<file path="src/rtl/pfd_pkg.sv">
package pfd_pkg;
  typedef enum logic [1:0] {
    PUMP_OFF  = 2'd0,
    PUMP_UP   = 2'd1,
    PUMP_DOWN = 2'd2
  } pump_e;
endpackage

</file>
<file path="src/rtl/pfd_edge_detect.sv">
module pfd_edge_detect #(
  parameter int SYNC_STAGES = 2
) (
  input  logic clk,
  input  logic rst,
  input  logic din,
  output logic rise
);
  localparam int MSB = SYNC_STAGES - 1;

  logic [MSB:0] chain;
  logic         prev;

  generate
    if (SYNC_STAGES == 1) begin : g_one
      always_ff @(posedge clk) begin
        if (rst) chain <= '0;
        else     chain <= din;
      end
    end else begin : g_multi
      always_ff @(posedge clk) begin
        if (rst) chain <= '0;
        else     chain <= {chain[MSB-1:0], din};
      end
    end
  endgenerate

  always_ff @(posedge clk) begin
    if (rst) prev <= 1'b0;
    else     prev <= chain[MSB];
  end

  assign rise = chain[MSB] & ~prev;

  // a detected edge needs a 0 before it, so two edges can never be adjacent
  p_rise_isolated_r2: assert property (@(posedge clk) disable iff (rst)
    rise |=> !rise);
endmodule

</file>
<file path="src/rtl/pfd_core.sv">
module pfd_core
  import pfd_pkg::*;
(
  input  logic clk,
  input  logic rst,
  input  logic ref_rise,
  input  logic fb_rise,
  output logic drive_en,
  output logic drive_hi,
  output logic phase_ok
);
  pump_e st, nxt;

  always_comb begin
    nxt = st;
    if (ref_rise && fb_rise)  nxt = PUMP_OFF;
    else if (ref_rise)        nxt = (st == PUMP_DOWN) ? PUMP_OFF : PUMP_UP;
    else if (fb_rise)         nxt = (st == PUMP_UP)   ? PUMP_OFF : PUMP_DOWN;
  end

  always_ff @(posedge clk) begin
    if (rst) begin
      st       <= PUMP_OFF;
      drive_en <= 1'b0;
      drive_hi <= 1'b0;
      phase_ok <= 1'b1;
    end else begin
      st       <= nxt;
      drive_en <= (nxt != PUMP_OFF);
      drive_hi <= (nxt == PUMP_UP);
      phase_ok <= (nxt == PUMP_OFF);
    end
  end

  // lock pulse and drive enable are complementary
  p_lock_vs_drive_r5: assert property (@(posedge clk) disable iff (rst)
    phase_ok == !drive_en);
  // level bit is quiet while released
  p_hi_quiet_r5: assert property (@(posedge clk) disable iff (rst)
    !drive_en |-> !drive_hi);
  // feedback edge releases pump-up
  p_up_release_r3: assert property (@(posedge clk) disable iff (rst)
    (st == PUMP_UP && fb_rise) |=> !drive_en);
  // reference edge releases pump-down
  p_dn_release_r4: assert property (@(posedge clk) disable iff (rst)
    (st == PUMP_DOWN && ref_rise) |=> !drive_en);
  // coincident edges release
  p_coincident_r6: assert property (@(posedge clk) disable iff (rst)
    (ref_rise && fb_rise) |=> phase_ok);
  // pump-up persists without a feedback edge
  p_up_hold_r7: assert property (@(posedge clk) disable iff (rst)
    (st == PUMP_UP && !fb_rise) |=> (drive_en && drive_hi));
  // pump-down persists without a reference edge
  p_dn_hold_r8: assert property (@(posedge clk) disable iff (rst)
    (st == PUMP_DOWN && !ref_rise) |=> (drive_en && !drive_hi));
  // with no edges at all, the outputs do not move
  p_no_edge_stable_r2: assert property (@(posedge clk) disable iff (rst)
    (!ref_rise && !fb_rise && $past(!rst)) |=> ($stable(drive_en) && $stable(drive_hi)));
endmodule

</file>
<file path="src/rtl/pfd_tristate.sv">
module pfd_tristate #(
  parameter int SYNC_STAGES = 2
) (
  input  logic clk,
  input  logic rst,
  input  logic ref_in,
  input  logic fb_in,
  output logic drive_en,
  output logic drive_hi,
  output logic phase_ok
);
  localparam int NUM_CH = 2;

  logic [NUM_CH-1:0] din;
  logic [NUM_CH-1:0] rise;

  assign din = {fb_in, ref_in};

  generate
    for (genvar ch = 0; ch < NUM_CH; ch++) begin : g_ch
      pfd_edge_detect #(.SYNC_STAGES(SYNC_STAGES)) u_edge (
        .clk  (clk),
        .rst  (rst),
        .din  (din[ch]),
        .rise (rise[ch])
      );
    end
  endgenerate

  pfd_core u_core (
    .clk      (clk),
    .rst      (rst),
    .ref_rise (rise[0]),
    .fb_rise  (rise[1]),
    .drive_en (drive_en),
    .drive_hi (drive_hi),
    .phase_ok (phase_ok)
  );
endmodule

</file>
<file path="config.mk">
export PLATFORM = sky130hd
export DESIGN_NAME = pfd_tristate
export DESIGN_NICKNAME = d
export VERILOG_FILES = /design/src/rtl/pfd_pkg.sv /design/src/rtl/pfd_edge_detect.sv /design/src/rtl/pfd_core.sv /design/src/rtl/pfd_tristate.sv
export SDC_FILE = /design/constraint.sdc
export NUM_CORES = 1
export LEC_CHECK = 0
export BUFFER_PORTS_ARGS = -buffer_cell sky130_fd_sc_hd__buf_2
export CAP_MARGIN = 20
export CORE_AREA = 2 2 39 41
export CTS_BUF_LIST = sky130_fd_sc_hd__clkbuf_16
export CTS_CLUSTER_SIZE = 28
export DETAILED_ROUTE_END_ITERATION = 8
export DIE_AREA = 0 0 41 43
export PLACE_DENSITY = 0.44
export REMOVE_ABC_BUFFERS = 1
export SYNTH_ARGS = -nofsm -noshare
export SYNTH_HDL_FRONTEND = slang
export SYNTH_HIERARCHICAL = 1
export SYNTH_SLANG_ARGS = --single-unit
</file>
<file path="constraint.sdc">
create_clock -name clk -period 1.1 [get_ports clk]
set_input_delay 0.165 -clock clk [delete_from_list [all_inputs] [get_ports clk]]
set_output_delay 0.165 -clock clk [all_outputs]
set_load 0.05 [all_outputs]
</file>
==> results.cfg, run 1 <==
[clocking]
htreeDepth = 1
clk_pin_slew_ns = 0.04
cts_tree = yes
numClockSinks = 11
holdBufCountCts = 0
cts-buffers-inserted = 3
ctsRootBufferMaster = clkbuf_16
cts_buffer_depth = 2
clk_latency_ns = 0.23
cts_setup_buffers = 0

[place]
portBuffers = 6
gp_congestion = 0.6310
dp_hpwl_um = 339.4

[floorplanning]
top_level_ports = 7
die_h_um = 43
die_w_um = 41
coreArea_um2 = 1384
die_area_um2 = 1763
start_util_pct = 25.86
num_rows = 14

[power_and_ir_drop]
ir_drop_v = 0.0006592
p_leak_nw = 0.2127
p_total_mw = 1.150
p_per_area_nw_per_um2 = 2339

[timing]
skew_ns = 0.001871
finalSetupViolations = 0
setup_tns_ns = 0
finalWorstPathRequiredPeriod_ns = 0.9523
slew_headroom_pct = 83.63
timing.fmax_mhz = 1050
max_slew.worst_pin.slew_ns = 0.2472
rsz0062_at_grt = no
slew_violations = 0
hold_viol_final = 0
period_share_pct = 86.58

[routing]
drc_errors = 0
ant_nets = 0
drtIter0Drc = 2
vias = 235
avgRoutedWirePerCell_um = 8.293
drtPass1Iterations = 4
via_per_inst = 4.052
finalWirelength_um = 481

[synthesis]
synthCells = 32
syn_area_um2 = 357.8
ys_seq_elements = 11
ys_warn_count = 6
synthDistinctLibCells = 14
syn_avg_cell_area_um2 = 11.18
ys_seq_area_share_pct = 61.54

[layout]
nNetsFinal = 47
layout-drive-gt1-share_pct = 33.33
syn_to_final_growth_pct = 37.41
n_antenna_cell = 0

[run]
drv_cap = 0

[global_routing]
antenna_found_initial = 0
grt_start_max_net_pins = 11
grt_usage_pct = 7.351
grt_pass1_vias = 215
grt_overflow = 0
grt_pass1_wl_um = 779

[critical_path]
critical_path_class = flip-flop to flip-flop
start_kind = flip-flop
endpoint_kind = flip-flop
cp.required_ns = 1.22
critical_path_arrival_ns = 1.07
cp_max_fo = 6

[worst_hold_path]
hold_path_class = primary input to flip-flop

[outcome]
status = finished, final reports clean
==> cell families (layout without fill, tap and decap cells) <==
| logic type | Yosys count | in the layout | synth area share [%] |
|---|---|---|---|
| AOI/OAI and AO/OA | 5 | 5 | 10.84 |
| buffers and inverters | 2 | 12 | 2.099 |
| DFF | 11 | 11 | 61.54 |
| and+or+nand+nor | 14 | 14 | 25.53 |
==> metrics by stage <==
step                      cell area, um2  utilization (%)  worst slack (ns)  std cells  hold slack [ns]
after detailed placement           407.9            29.48           0.08347         54           0.3831
after global placement             407.9            29.48           0.09324         54           0.3793
after global routing               491.7            35.53           0.08175         58           0.1449
final                              491.7            35.53            0.1477         58           0.1393
after floorplan                    357.8                -            0.1579         32           0.2366
after CTS                          486.7            35.17           0.07638         58           0.1386
==> state kept, by name, summed over array words and instances, names as in the netlist <==
register,cells
u_core/phase_ok,1
u_core/drive_hi,1
g_ch.u_edge/prev,2
u_core/st,2
u_core/drive_en,1
g_ch.u_edge/chain,4
==> power breakdown <==
group,switching [mW],internal [mW]
sequential,0.00902,0.422
combinational,0.0525,0.0287
clock,0.163,0.475
==> synthesized netlist by cell type <==
cell type / instances / area [um2]
a21oi_2: 1 / 8.760
and2_1: 1 / 6.260
dfxtp_1: 11 / 220.2
inv_1: 2 / 7.510
nand2_1: 1 / 3.750
nor2_1: 2 / 7.510
nor2b_1: 6 / 37.54
nor2b_2: 2 / 17.52
nor2b_4: 1 / 13.76
nor3_1: 1 / 5.000
o21ai_1: 1 / 5.000
o21ai_2: 1 / 8.760
o31a_1: 1 / 8.760
o31ai_1: 1 / 7.510
==> critical path, stage by stage, from the launching register on <==
cell     delay (ns)
dfxtp_1        0.31
nor2b_4        0.19
nor2b_4        0.16
o21ai_2        0.06
o31a_1         0.11
==> layout by cell type (no fill, tap or decap) <==
cell        n
and2_1      1
o31a_1      1
o31ai_1     1
buf_2       6
clkbuf_16   3
inv_1       3
nor2b_1     6
nor2b_2     1
nor2_1      2
o21ai_2     1
nor3_1      1
a21oi_2     1
dfxtp_1    11
nand2_1     1
o21ai_1     1
nor2b_4     2
==> worst paths after layout <==
path	depth (start not counted)	to	start	slack (ns)
worst max-delay path	4	u_core/phase_ok	g_ch[0].u_edge/chain[1]	0.15
worst min-delay path	2	g_ch[1].u_edge/chain[0]	fb_in	0.14
worst max register to register	4	u_core/phase_ok	g_ch[0].u_edge/chain[1]	0.15
worst min register to register	1	g_ch[1].u_edge/chain[1]	g_ch[1].u_edge/chain[0]	0.43
==> cell type report <==
cell class / count / area, um2
Multi-Input combinational cell: 19 / 135.1
Sequential cell: 11 / 220.2
Fill cell: 148 / 892.1
Clock inverter: 1 / 3.754
Timing Repair Buffer: 6 / 30.03
Tap cell: 16 / 20.02
Clock buffer: 3 / 75.07
Inverter: 2 / 7.507
==> what timing repair did <==
action                                  CTS  global route
gates resized for setup                   0             1
endpoints found under the setup margin    0             1
hold endpoints to repair                  0             0
==> metal layers <==
| metal | GRT usage [%] | share of wire (%) | vias up |
|---|---|---|---|
| met3 | 4.712 | 7.3 | 2 |
| met5 | 0 | 0 | - |
| met2 | 9.063 | 44 | 9 |
| li1 | - | - | 122 |
| met4 | 8.000 | 2.9 | 0 |
| met1 | 7.468 | 45 | 102 |
No activity file was read; power rests on OpenSTA's default activity.
==> run 2, diff against run 1 <==
--- a/config.mk
+++ b/config.mk
@@ -6,4 +6,5 @@
 export NUM_CORES = 1
 export LEC_CHECK = 0
+export ABC_AREA = 0
 export BUFFER_PORTS_ARGS = -buffer_cell sky130_fd_sc_hd__buf_2
 export CAP_MARGIN = 20
@@ -15,4 +16,5 @@
 export PLACE_DENSITY = 0.44
 export REMOVE_ABC_BUFFERS = 1
+export SETUP_SLACK_MARGIN = 0.2
 export SYNTH_ARGS = -nofsm -noshare
 export SYNTH_HDL_FRONTEND = slang
==> constraint.sdc (replaced) <==
create_clock -name clk -period 1.1 [get_ports clk]
set_input_delay 0.165 -clock clk [delete_from_list [all_inputs] [get_ports clk]]
set_output_delay 0.165 -clock clk [all_outputs]
set_load 0.1 [all_outputs]
==> run 2 against run 1 <==
Effect of this change:
- die area unchanged
- count of clock-buffer cells in the layout unchanged
- combinational power rose by 75%
- cell area increased by 11%
- critical endpoint unchanged
- largest cell class unchanged
- largest power group unchanged
- highest routed layer is now met3
==> results.cfg, run 2 (synthesis results as in run 1) <==
[timing]
skew_ns = 0.001904
hold_viol_final = 0
slew_headroom_pct = 87.28
period_share_pct = 85.24
setup_tns_ns = 0
timing.fmax_mhz = 1067
slew_violations = 0
finalSetupViolations = 0
finalWorstPathRequiredPeriod_ns = 0.9376
max_slew.worst_pin.slew_ns = 0.1892
rsz0062_at_grt = yes

[floorplanning]
num_rows = 14
coreArea_um2 = 1384
die_w_um = 41
start_util_pct = 25.86
die_h_um = 43
top_level_ports = 7
die_area_um2 = 1763

[layout]
fill_cells = 140
fin_area_um2 = 548.0
layout-drive-gt1-share_pct = 41.86
syn_to_final_growth_pct = 53.15
top_regs = g_ch.u_edge/chain: 4 flops, g_ch.u_edge/prev: 2 flops, u_core/st: 2 flops
n_antenna_cell = 0
largest_register_ffs = 4
top_register = g_ch.u_edge/chain
layout_commonest_cell = dfxtp_1
final_cell_mix = dfxtp_1 (8), nor2b_1 (6)
nNetsFinal = 48

[routing]
drtIter0Drc = 0
finalWirelength_um = 536
vias = 244
via_per_inst = 4.136
drtPass1Iterations = 1
ant_nets = 0
drc_errors = 0
avgRoutedWirePerCell_um = 9.085

[clocking]
cts-buffers-inserted = 3
cts_tree = yes
clk_latency_ns = 0.23
clk_pin_slew_ns = 0.04
ctsRootBufferMaster = clkbuf_16
numClockSinks = 11
cts_buffer_depth = 2
holdBufCountCts = 0
htreeDepth = 1

[power_and_ir_drop]
ir_drop_v = 0.001099
p_leak_nw = 0.2331
p_per_area_nw_per_um2 = 2203

[global_routing]
grt_start_max_net_pins = 11
antenna_found_initial = 0
grt_overflow = 0
grt_usage_pct = 8.384
grt_pass1_vias = 250
grt_pass1_wl_um = 931

[place]
placed_area_um2 = 452.9
portBuffers = 6
gp_congestion = 0.6822

[critical_path]
endpoint_kind = flip-flop
cp.required_ns = 1.22
critical_path_class = flip-flop to flip-flop
cp_max_fo = 5
start_kind = flip-flop
critical_path_arrival_ns = 1.06

[outcome]
status = finished, final reports clean

[run]
drv_cap = 0

[worst_hold_path]
hold_path_class = primary input to flip-flop
run 2: repair_timing:
| item | 4_1_cts | 5_1_grt |
|---|---|---|
| resized for setup | 3 | 1 |
| setup buffers | 1 | 0 |
| pin swaps | 0 | 0 |
| endpoints found under the hold margin | 0 | 0 |
| endpoints found under the setup margin | 7 | 6 |
run 2: where the power goes:
part,total (mW),internal (mW),switching [mW]
Clock,0.627,0.474,0.153
Combinational,0.142,0.0563,0.0859
Sequential,0.438,0.423,0.0144
Total,1.21,0.954,0.253
run 2: per-stage QoR:
step,util (%),setup slack (ns),hold slack [ns],cells,power (mW)
2_1_floorplan,-,0.02602,0.2366,32,0.5275
3_3_place_gp,32.73,0.08909,0.3798,54,0.5791
3_5_place_dp,32.73,0.05806,0.3921,54,0.5819
4_1_cts,39.51,0.1538,0.1365,59,1.231
5_1_grt,39.60,0.1035,0.1410,59,1.260
6_report,39.60,0.1624,0.1407,59,1.207
run 2: routing by layer:
| layer | vias to the layer above | part of all wire [%] | global-route usage, % |
|---|---|---|---|
| li1 | 125 | - | - |
| met1 | 113 | 40 | 9.180 |
| met2 | 6 | 55 | 11.56 |
| met3 | 0 | 4.3 | 1.571 |
| met4 | 0 | 0 | 10.00 |
| met5 | - | 0 | 0 |
run 2: area by class of cell:
class	instances	area (um2)	share of cell area, %
Timing Repair Buffer	7	82.58	15.07
Inverter	2	7.507	1.370
Clock inverter	1	3.754	0.6849
Sequential cell	11	224.0	40.87
Multi-Input combinational cell	19	135.1	24.66
Tap cell	16	20.02	3.653
Clock buffer	3	75.07	13.70
run 2: final timing paths:
kind | from | end | slack, ns | depth (start not counted)
hold / removal | ref_in | g_ch[0].u_edge/chain[0] | 0.14 | 2
setup reg to reg | g_ch[0].u_edge/chain[1] | u_core/phase_ok | 0.16 | 4
hold reg to reg | g_ch[1].u_edge/chain[0] | g_ch[1].u_edge/chain[1] | 0.44 | 1
setup / recovery | g_ch[0].u_edge/chain[1] | u_core/phase_ok | 0.16 | 4
run 2: worst max-delay path, stage by stage, from the launching register on:
cell	delay, ns
dfxtp_2	0.31
nor2b_4	0.18
nor2b_4	0.16
o21ai_2	0.07
o31a_1	0.11
==> run 3, diff against run 2 <==
Settings changed: BUFFER_PORTS_ARGS -buffer_cell sky130_fd_sc_hd__buf_2 to not set, CTS_BUF_LIST sky130_fd_sc_hd__clkbuf_16 to sky130_fd_sc_hd__clkbuf_4 sky130_fd_sc_hd__clkbuf_8, DONT_BUFFER_PORTS set to 1, PLACE_DENSITY 0.44 to 0.39, RECOVER_POWER set to 100.
==> run 3 against run 2 <==
Effect of this change:
- sequential share of layout area is 8.3 points higher
- setup slack lost 0.039 ns
- combinational power is 15% lower
- clock power is 54% lower
- die area unchanged
- clock skew is 0.0011 ns higher
- register-to-register slack worse by 0.04 ns
- worst hold slack lost 0.11 ns
- total power is 30% lower
- fmax shrank 4.0%
- utilization down 6.5 points
- critical path type unchanged
- largest power group is now registers
==> results.cfg, run 3 (synthesis results as in run 1) <==
[place]
preCtsSetupSlack_ns = 0.08699
place_inst = 51
gp_congestion = 0.6437
dp_hpwl_um = 352.3
portBuffers = 0

[timing]
slew_violations = 0
max_slew.worst_pin.slew_ns = 0.2816
period_share_pct = 88.77
rsz0062_at_grt = yes
hold_viol_final = 0
setup_tns_ns = 0
timing.fmax_mhz = 1024
skew_ns = 0.003007
slew_headroom_pct = 81.17
finalWorstPathRequiredPeriod_ns = 0.9765
setup_slack_ns = 0.1235
finalSetupViolations = 0

[routing]
via_per_inst = 4.304
finalWirelength_um = 563
drtIter0Drc = 0
ant_nets = 0
vias = 241
drc_errors = 0
avgRoutedWirePerCell_um = 10.05
drtPass1Iterations = 1

[floorplanning]
die_area_um2 = 1763
num_rows = 14
die_h_um = 43
start_util_pct = 25.86
die_w_um = 41
coreArea_um2 = 1384
top_level_ports = 7

[critical_path]
cpMaxStageDelayCell = dfxtp_2
cp.required_ns = 1.25
endpoint_kind = flip-flop
cp_max_fo = 6
path_cells = nor2b_4 > nor2b_4 > o21ai_2 > o31a_1
cp_common_cell = nor2b_4
start_kind = flip-flop
critical_path_arrival_ns = 1.12
critical_path_class = flip-flop to flip-flop
cpPeakStageDelay_ns = 0.33

[layout]
layout-drive-gt1-share_pct = 37.50
fin_util_pct = 33.09
layout_commonest_cell = dfxtp_1
top_register = g_ch.u_edge/chain
syn_to_final_growth_pct = 27.97
top_regs = g_ch.u_edge/chain: 4 flops, g_ch.u_edge/prev: 2 flops, u_core/st: 2 flops
fill_cells = 152
nNetsFinal = 45
n_antenna_cell = 0
final_cell_mix = dfxtp_1 (7), nor2b_1 (6), clkbuf_4 (4), dfxtp_2 (4), buf_6 (3)
largest_register_ffs = 4
stdcell_count = 56

[global_routing]
grt_pass1_wl_um = 890
grt_usage_pct = 8.586
grt_start_max_net_pins = 9
grt_pass1_vias = 216
grt_overflow = 0
antenna_found_initial = 0

[power_and_ir_drop]
ir_drop_v = 0.0005203
p_leak_nw = 0.1862
p_per_area_nw_per_um2 = 1840

[clocking]
clk_latency_ns = 0.26
clk_pin_slew_ns = 0.07
cts_tree = yes
ctsRootBufferMaster = clkbuf_4
cts-buffers-inserted = 3
cts_setup_buffers = 0
cts_buffer_depth = 2
numClockSinks = 11
htreeDepth = 1

[outcome]
status = finished, final reports clean

[worst_hold_path]
hold_path_class = primary input to flip-flop

[run]
drv_cap = 0
## run 3: changes by cell type in the layout (fill, tap and decap cells not counted), moves of 3 or more
cell and change:
clkbuf_4 +4, buf_12 -3, buf_2 -3, buf_6 +3, clkbuf_16 -3
## run 3: path summary, 6_finish.rpt
| path | from | slack [ns] | depth (start not counted) | endpoint |
|---|---|---|---|---|
| min reg2reg | g_ch[0].u_edge/chain[0] | 0.44 | 1 | g_ch[0].u_edge/chain[1] |
| max reg2reg | g_ch[0].u_edge/chain[1] | 0.12 | 4 | u_core/phase_ok |
| min | fb_in | 0.03 | 1 | g_ch[1].u_edge/chain[0] |
| max | g_ch[0].u_edge/chain[1] | 0.12 | 4 | u_core/phase_ok |
## run 3: layer usage
metal / up-vias / global-route usage, % / wire length (um)
li1: 117 / - / -
met1: 117 / 9.180 / 221
met2: 7 / 10.31 / 298
met3: 0 / 4.712 / 42
met4: 0 / 10.00 / 0
met5: - / 0 / 0
## run 3: where the power goes
group / internal, mW / switching [mW]
registers: 0.421 / 0.0112
clock network: 0.165 / 0.125
logic: 0.0372 / 0.0835
total: 0.623 / 0.220
## run 3: area by class of cell
class | instances | area [um2] | share of cell area, %
inverters | 2 | 7.507 | 1.639
clock buffers | 4 | 30.03 | 6.557
repair buffers | 4 | 43.79 | 9.563
multi-input cells | 19 | 131.4 | 28.69
flip-flops and latches | 11 | 225.2 | 49.18
well taps | 16 | 20.02 | 4.372
## run 3: repair_timing
action	CTS	global route
gates resized for setup	5	0
hold buffers	1	0
hold endpoints to repair	8	0
setup endpoints to repair	7	8
gates cloned	0	0
## run 3: stage by stage
step / hold WS [ns] / area, um2 / power, mW
floorplan: 0.2366 / 357.8 / 0.5275
CTS: 0.02639 / 488.0 / 0.8802
detailed placement: 0.2395 / 437.9 / 0.5726
finish: 0.03278 / 457.9 / 0.8427
global route: 0.01823 / 457.9 / 0.8913
global placement: 0.2375 / 437.9 / 0.5708
## run 3: worst max-delay path: cells and delay by family, from the launching register on
family | cells | cell delay (ns)
simple gates | 2 | 0.35
flops | 1 | 0.33
compound gates | 2 | 0.18
